**config.mk**
```make
export PLATFORM = sky130hd
export DESIGN_NAME = cascade_reset_ctrl
export DESIGN_NICKNAME = d
export VERILOG_FILES = /design/src/rtl/cascade_rst_pkg.sv /design/src/rtl/crc_reset_sync.sv /design/src/rtl/crc_por_stretch.sv /design/src/rtl/crc_sw_regs.sv /design/src/rtl/cascade_reset_ctrl.sv
export SDC_FILE = /design/constraint.sdc
export NUM_CORES = 1
export LEC_CHECK = 0
export BUFFER_PORTS_ARGS = -buffer_cell sky130_fd_sc_hd__buf_4
export CORE_AREA = 2 2 64 66
export CTS_BUF_LIST = sky130_fd_sc_hd__clkbuf_8
export CTS_CLUSTER_SIZE = 20
export DETAILED_ROUTE_END_ITERATION = 6
export DIE_AREA = 0 0 66 68
export GPL_ROUTABILITY_DRIVEN = 0
export GPL_TIMING_DRIVEN = 1
export SLEW_MARGIN = 15
export SYNTH_ARGS = -nofsm -noshare
export SYNTH_HDL_FRONTEND = slang
export SYNTH_SLANG_ARGS = --single-unit
```
**constraint.sdc**
```tcl
create_clock -name clk_i -period 1.6 [get_ports clk_i]
set_input_delay 0.32 -clock clk_i [delete_from_list [all_inputs] [get_ports clk_i]]
set_output_delay 0.32 -clock clk_i [all_outputs]
set_load 0.01 [all_outputs]
```
**src/rtl/cascade_rst_pkg.sv**
```systemverilog
package cascade_rst_pkg;
  // positions of the fixed levels in the alert enable vector
  localparam int unsigned LVL_POR    = 0;
  localparam int unsigned LVL_LC     = 1;
  localparam int unsigned LVL_SYS    = 2;
  localparam int unsigned LVL_PERIPH = 3;
  localparam int unsigned NUM_FIXED  = 3;

  // register byte offsets
  localparam int unsigned OFS_CTRL = 0;
  localparam int unsigned OFS_WEN  = 4;

  typedef enum logic [1:0] {
    REG_NONE,
    REG_CTRL,
    REG_WEN
  } reg_sel_e;
endpackage

```
**src/rtl/crc_reset_sync.sv**
```systemverilog
module crc_reset_sync #(
  parameter int unsigned STAGES = 2
) (
  input  logic clk_i,
  input  logic arst_ni,
  output logic rst_no
);
  logic [STAGES-1:0] pipe_q;

  generate
    if (STAGES == 1) begin : g_one
      always_ff @(posedge clk_i or negedge arst_ni) begin
        if (!arst_ni) pipe_q <= 1'b0;
        else          pipe_q <= 1'b1;
      end
    end else begin : g_many
      always_ff @(posedge clk_i or negedge arst_ni) begin
        if (!arst_ni) pipe_q <= '0;
        else          pipe_q <= {pipe_q[STAGES-2:0], 1'b1};
      end
    end
  endgenerate

  assign rst_no = pipe_q[STAGES-1];
endmodule

```
**src/rtl/crc_por_stretch.sv**
```systemverilog
module crc_por_stretch #(
  parameter int unsigned CYCLES = 32
) (
  input  logic clk_i,
  input  logic arst_ni,
  input  logic en_i,
  input  logic good_i,
  output logic rel_o
);
  localparam int unsigned CW = $clog2(CYCLES + 1);
  localparam logic [CW-1:0] LIMIT = CW'(CYCLES);

  logic [CW-1:0] run_q, run_d;

  always_comb begin
    if (!good_i || !en_i)   run_d = '0;
    else if (run_q == LIMIT) run_d = run_q;
    else                     run_d = run_q + 1'b1;
  end

  always_ff @(posedge clk_i or negedge arst_ni) begin
    if (!arst_ni) run_q <= '0;
    else          run_q <= run_d;
  end

  assign rel_o = (run_q == LIMIT);
endmodule

```
**src/rtl/crc_sw_regs.sv**
```systemverilog
module crc_sw_regs
  import cascade_rst_pkg::*;
#(
  parameter int unsigned NUM_PERIPH = 4,
  parameter int unsigned ADDR_W     = 4
) (
  input  logic                  clk_i,
  input  logic                  rst_ni,
  input  logic                  valid_i,
  input  logic [ADDR_W-1:0]     addr_i,
  input  logic [NUM_PERIPH-1:0] wdata_i,
  output logic [NUM_PERIPH-1:0] ctrl_no
);
  logic [NUM_PERIPH-1:0] ctrl_q, wen_q;
  reg_sel_e              sel;

  always_comb begin
    sel = REG_NONE;
    if (valid_i) begin
      if (addr_i == ADDR_W'(OFS_CTRL))     sel = REG_CTRL;
      else if (addr_i == ADDR_W'(OFS_WEN)) sel = REG_WEN;
    end
  end

  always_ff @(posedge clk_i or negedge rst_ni) begin
    if (!rst_ni) begin
      ctrl_q <= '1;
      wen_q  <= '1;
    end else begin
      if (sel == REG_CTRL) ctrl_q <= (ctrl_q & ~wen_q) | (wdata_i & wen_q);
      if (sel == REG_WEN)  wen_q  <= wen_q & ~wdata_i;
    end
  end

  assign ctrl_no = ctrl_q;
endmodule

```
**src/rtl/cascade_reset_ctrl.sv**
```systemverilog
module cascade_reset_ctrl
  import cascade_rst_pkg::*;
#(
  parameter int unsigned NUM_PERIPH     = 4,
  parameter int unsigned STRETCH_CYCLES = 32,
  parameter int unsigned SYNC_STAGES    = 2,
  parameter int unsigned ADDR_W         = 4,
  localparam int unsigned NUM_RST       = NUM_FIXED + NUM_PERIPH
) (
  input  logic                  clk_i,
  input  logic                  por_ni,
  input  logic                  pwr_good_i,
  input  logic                  scan_mode_i,
  input  logic                  scan_rst_ni,
  input  logic                  lc_rst_req_i,
  input  logic                  sys_rst_req_i,
  input  logic                  dbg_rst_req_i,
  input  logic                  reg_valid_i,
  output logic                  reg_ready_o,
  input  logic [ADDR_W-1:0]     reg_addr_i,
  input  logic [NUM_PERIPH-1:0] reg_wdata_i,
  output logic                  rst_por_no,
  output logic                  rst_lc_no,
  output logic                  rst_sys_no,
  output logic [NUM_PERIPH-1:0] rst_periph_no,
  output logic [NUM_RST-1:0]    alert_rst_en_o
);
  logic                  root_n, root_ok_n;
  logic                  por_n, lc_src_n, lc_n, sys_src_n, sys_n;
  logic [NUM_PERIPH-1:0] ctrl_n, periph_n;

  // root: scan reset replaces the power-on input while scan mode is on
  assign root_n = scan_mode_i ? scan_rst_ni : por_ni;

  crc_reset_sync #(.STAGES(SYNC_STAGES)) u_root_sync (
    .clk_i   (clk_i),
    .arst_ni (root_n),
    .rst_no  (root_ok_n)
  );

  crc_por_stretch #(.CYCLES(STRETCH_CYCLES)) u_stretch (
    .clk_i   (clk_i),
    .arst_ni (root_n),
    .en_i    (root_ok_n),
    .good_i  (pwr_good_i),
    .rel_o   (por_n)
  );

  assign lc_src_n = por_n & ~lc_rst_req_i;

  crc_reset_sync #(.STAGES(SYNC_STAGES)) u_lc_sync (
    .clk_i   (clk_i),
    .arst_ni (lc_src_n),
    .rst_no  (lc_n)
  );

  assign sys_src_n = lc_n & ~sys_rst_req_i & ~dbg_rst_req_i;

  crc_reset_sync #(.STAGES(SYNC_STAGES)) u_sys_sync (
    .clk_i   (clk_i),
    .arst_ni (sys_src_n),
    .rst_no  (sys_n)
  );

  crc_sw_regs #(.NUM_PERIPH(NUM_PERIPH), .ADDR_W(ADDR_W)) u_regs (
    .clk_i   (clk_i),
    .rst_ni  (sys_n),
    .valid_i (reg_valid_i),
    .addr_i  (reg_addr_i),
    .wdata_i (reg_wdata_i),
    .ctrl_no (ctrl_n)
  );

  for (genvar p = 0; p < NUM_PERIPH; p++) begin : g_periph
    logic src_n;
    assign src_n = sys_n & ctrl_n[p];
    crc_reset_sync #(.STAGES(SYNC_STAGES)) u_sync (
      .clk_i   (clk_i),
      .arst_ni (src_n),
      .rst_no  (periph_n[p])
    );
  end

  assign rst_por_no     = por_n;
  assign rst_lc_no      = lc_n;
  assign rst_sys_no     = sys_n;
  assign rst_periph_no  = periph_n;
  assign reg_ready_o    = sys_n;
  assign alert_rst_en_o = ~{periph_n, sys_n, lc_n, por_n};
endmodule

```
# --- Word-level counts from Yosys, hierarchy flattened ---
# Cells that the tools add are included.
classes:
  n_addsub: 1
  n_mux: 6
  n_reduce_logical: 4
  n_eq_ne: 5
  bitwise: 17
ops:
  columns: ["operator", "n"]
  rows:
  - ["4-bit AND", 3]
  - ["6-bit 2-to-1 mux", 2]
  - ["4-bit NOT", 2]
  - ["1-bit AND", 7]
  - ["7-bit NOT", 1]
  - ["6-bit by 1-bit adder with 6-bit output (second input constant)", 1]
  - ["6-bit equality test (second input constant)", 1]
  - ["2-bit 2-to-1 mux", 3]
  - ["4-bit by 3-bit equality test with 1-bit output (second input constant)", 1]
  - ["4-bit logical NOT", 1]
  - ["4-bit OR", 1]
  - ["1-bit NOT", 3]
  - ["2-bit by 1-bit equality test with 1-bit output (second input constant)", 1]
  - ["2-bit equality test (second input constant)", 1]
  - ["1-bit logical NOT", 2]
  - ["2-bit by 1-bit != test with 1-bit output (second input constant)", 1]
  - ["1-bit logical OR", 1]
  - ["1-bit 2-to-1 mux", 1]
word_totals:
  reg_bits: 28
  inputBits: 17
  out_inout_bits: 15
  elab_cells: 43

# --- Longest topological paths before layout ---
depth:
  ltp_word: 5
  ltp_mapped: 6
  mapped_depth_nobuf: 6

# --- By module ---
# Synthesis repeated with hierarchy kept, for this count alone.
hier_totals:
  hier_cells: 92
  hier_area_um2: 1146.1
by_module_without_submodules:
  columns: ["mod", "seq_area_each_um2", "area_per_inst_um2", "cells_per_inst", "n_inst"]
  rows:
  - ["crc_reset_sync", 50.0, 53.8, 3, 7]
  - ["crc_sw_regs", 210.2, 346.6, 22, 1]
  - ["crc_por_stretch", 150.1, 335.3, 34, 1]
  - ["cascade_reset_ctrl", 0.0, 87.6, 15, 1]

# --- Worst setup path after synthesis ---
# No wires, ideal clock.
synth_timing:
  path_kind: "register to output"
  start: "register u_stretch.run_q[0]"
  end: "output alert_rst_en_o[0]"
  n_path_buf: 0
  t_arrival_ns: 1.192
  slack_ns: 0.088
  required_ns: 1.280
  path_stages_with_launch: 6
  cell_sequence: "dfrtp_1 inv_1 ha_1 nand4bb_1 nor2_1 inv_1"
synth_between:
  elab_chain_len: 2
synth_rtl:
  columns: ["element", "line_no", "rtl"]
  rows:
  - ["start: declaration", "crc_por_stretch.sv:13", "logic [CW-1:0] run_q, run_d;"]
  - ["start signal: assignment", "crc_por_stretch.sv:23", "else run_q <= run_d;"]
  - ["6-bit equality test", "crc_por_stretch.sv:26", "assign rel_o = (run_q == LIMIT);"]
  - ["net rst_por_no", "cascade_reset_ctrl.sv:22", "output logic rst_por_no,"]
  - ["7-bit NOT", "cascade_reset_ctrl.sv:89", "assign alert_rst_en_o = ~{periph_n, sys_n, lc_n, por_n};"]
  - ["end: declaration", "cascade_reset_ctrl.sv:26", "output logic [NUM_RST-1:0] alert_rst_en_o"]
# The timed path passes the listed nets, and every way through them passes these cells.

# --- Final worst setup path ---
layout_timing:
  start: "register u_stretch.run_q[0]"
  end: "output alert_rst_en_o[0]"
layout_between:
  elab_chain_len: 2
layout_rtl:
  columns: ["element", "line_no"]
  rows:
  - ["6-bit equality test", "crc_por_stretch.sv:26"]
  - ["7-bit NOT", "cascade_reset_ctrl.sv:89"]
# Every way passes these cells.

==> results.json <==
{
  "p_int_mw": 1.13,
  "cp-end-kind": "primary output",
  "most-common-layout-cells": "buf_4 (42), dfrtp_1 (20), dfstp_2 (8), inv_1 (7), conb_1 (7)",
  "ys_types": 24,
  "core_area_um2": 3860,
  "grt_use_met2_pct": 19.6,
  "avgSynthCellArea_um2": 12.7,
  "worst_slack_ns": -0.105,
  "skew_ns": 0.00228,
  "vias_per_cell": 4.24,
  "die_area_um2": 4490,
  "io_pins": 32,
  "ys_warn_count": 0,
  "worstPathRequired_ns": 1.28,
  "nets": 158,
  "synthSimpleGateAreaFrac_pct": 15.4,
  "met1_usage_pct": 11.9,
  "critPathSlowestCell": "dfrtp_1",
  "antenna_found_initial": 0,
  "routedWlPerCell_um": 10.9,
  "outcome": "complete, but fails checks",
  "die_h_um": 68,
  "fin_crit_sh_pct": 107,
  "finalSetupViolations": 2,
  "finalCriticalPeriod_ns": 1.71,
  "layout_commonest_cell": "buf_4",
  "grt_pass1_vias": 849,
  "htreeDepth": 1,
  "io_buffer_count": 31,
  "synthCells": 89,
  "die_w_um": 66,
  "drive_above_1_share_pct": 47.8,
  "start_util_pct": 29.2,
  "cts_buffers": 3,
  "synth_compound_area_share_pct": 4.89,
  "drt_wl_total_um": 2050,
  "fmax_mhz": 586,
  "cts_tree": "built",
  "gr-total-overflow": 0,
  "fillCellCount": 389,
  "power_switching_uw": 265,
  "synthTopCellsByArea": "dfrtp_1 (44%), dfstp_2 (19%), mux2_1 (4.0%)",
  "hpwl_um": 1520,
  "syn2layout_area_growth_pct": 43.1,
  "grt_use_met3_pct": 2.30,
  "switching_share_pct": 19.0,
  "synth.top_cell.area_share_pct": 44.4,
  "yosysSeqAreaShare_pct": 63.1,
  "crit_buf_inv": 3,
  "drtIter0Drc": 31,
  "busiest_layer": "met2",
  "synth_fa_ha_area_share_pct": 2.22,
  "synth_top_family_by_area": "simple AND/OR/NAND/NOR gates",
  "crit_type": "reg -> out",
  "rows": 23,
  "path_delay_family": "flip-flops",
  "drc": 0,
  "vias": 798,
  "p_per_area_nw_per_um2": 866,
  "antenna_cells": 0,
  "syn_area_um2": 1130,
  "rsz0062_at_grt": "true",
  "fin_area_um2": 1610,
  "slew_viol_final": 0,
  "cts_root_buf": "clkbuf_8",
  "drv_cap": 0,
  "preCtsSetupSlack_ns": 0.0112,
  "grt_max_degree": 17,
  "clk_pin_slew_ns": 0.09,
  "drt-pass1-iter-count": 4,
  "multi_input_area_um2": 393,
  "seqPwrFrac_pct": 52.9,
  "clkLatencyLatePin_ns": 0.26,
  "cts_num_sinks": 28,
  "path_cells": "inv_2 > ha_4 > nand4bb_1 > nor2_2 > inv_2 > buf_6",
  "failed_checks": "setup timing",
  "placed_cell_area_um2": 1420,
  "hold_violations": 0,
  "pwr-share-clk_pct": 38.5,
  "crit_path_start_kind": "flip-flop",
  "clockBufferDepth": 2,
  "seq_area_um2": 711,
  "arrival_ns": 1.39,
  "crit_fanout": 3,
  "min_path_type": "in -> async",
  "combinationalPowerShare_pct": 8.6,
  "leakagePower_nw": 0.762,
  "grt_usage_pct": 10.6,
  "peakVddDrop_v": 0.000252,
  "synth_top_cell_by_area": "dfrtp_1",
  "synthMuxAreaShare_pct": 5.00,
  "ys_seq_elements": 28,
  "grt_pass1_wl_um": 3630,
  "ant_nets": 0,
  "synth-xor-area-share_pct": 2.33,
  "crit_path_frequent_cell": "inv_2",
  "slowest_delay_ns": 0.40
}
-- path summary, 6_finish.rpt --
check	from	endpoint	slack [ns]	depth (start not counted)
min reg2reg	u_lc_sync.pipe_q[1]	u_sys_sync.pipe_q[0]	0.31	2
min	dbg_rst_req_i	u_sys_sync.pipe_q[0]	0.01	2
max reg2reg	u_stretch.run_q[0]	u_stretch.run_q[0]	0.12	8
max	u_stretch.run_q[0]	alert_rst_en_o[0]	-0.11	6
max in group asynchronous	u_stretch.run_q[0]	u_lc_sync.pipe_q[1]	0.23	10
min in group clk_i	reg_wdata_i[1]	u_regs.wen_q[1]	0.20	2
-- per-stage QoR --
stage / total power [mW] / hold slack, ns / TNS (ns) / utilization (%) / instances
4_1_cts: 1.42 / 0.0124 / -0.393 / 42.2 / 191
3_5_place_dp: 0.859 / 0.263 / 0 / 36.9 / 173
5_1_grt: 1.47 / 0.0160 / -0.396 / 41.8 / 188
6_report: 1.39 / 0.0119 / -0.189 / 41.8 / 188
2_1_floorplan: 0.796 / 0.117 / 0 / - / 95
3_3_place_gp: 0.855 / 0.264 / 0 / 36.9 / 173
-- metal layers --
layer / vias up / share of wire [%]
met1: 393 / 40
met4: 0 / 0.39
li1: 382 / -
met3: 2 / 5.8
met2: 21 / 54
met5: - / 0
-- cell type report --
type | count | share of cell area (%)
clock buffers | 3 | 2.56
repair buffers | 44 | 20.9
well taps | 50 | 3.88
flip-flops and latches | 28 | 44.1
clock inverters | 1 | 1.86
multi-input cells | 52 | 24.4
inverters | 10 | 2.33
-- cell usage after synthesis --
| master | number |
|---|---|
| ha_1 | 2 |
| nand2_1 | 2 |
| and2_2 | 1 |
| inv_1 | 10 |
| nor4b_4 | 1 |
| nand4bb_1 | 1 |
| xnor2_1 | 2 |
| or3_1 | 1 |
| a21boi_0 | 4 |
| dfrtp_1 | 20 |
| o21ai_0 | 2 |
| mux2_2 | 1 |
| nor4bb_1 | 1 |
| conb_1 | 1 |
| buf_4 | 5 |
| a21oi_1 | 3 |
| dfstp_2 | 8 |
| xor2_1 | 1 |
| nand3b_1 | 4 |
| mux2_1 | 4 |
| nor3_1 | 6 |
| nor2_1 | 2 |
| and2_1 | 4 |
| nand3_1 | 3 |
-- kinds of logic after synthesis --
group | after synthesis
xor gates and xnor gates | 3
and+or+nand+nor | 26
muxes | 5
buffers and inverters | 15
other | 1
DFF | 28
adders and majority gates | 2
AOI/OAI and AO/OA | 9
-- what timing repair did --
item                                    in CTS  in global routing
hold endpoints to repair                     2                  0
endpoints found under the setup margin       2                  6
buffers inserted                            13                  2
resized for setup                            8                  4
pin swaps                                    2                  4
gates cloned                                 0                  0
hold buffers                                 1                  0
-- power groups by stage --
stage / logic [mW] / clock network (mW) / registers, mW
after floorplan: 0.0422 / 0 / 0.754
after global placement: 0.104 / 0 / 0.751
after detailed placement: 0.107 / 0 / 0.752
after CTS: 0.117 / 0.568 / 0.738
after global routing: 0.134 / 0.595 / 0.741
final: 0.120 / 0.538 / 0.737
Note: power is estimated with default switching activity, not from simulation.
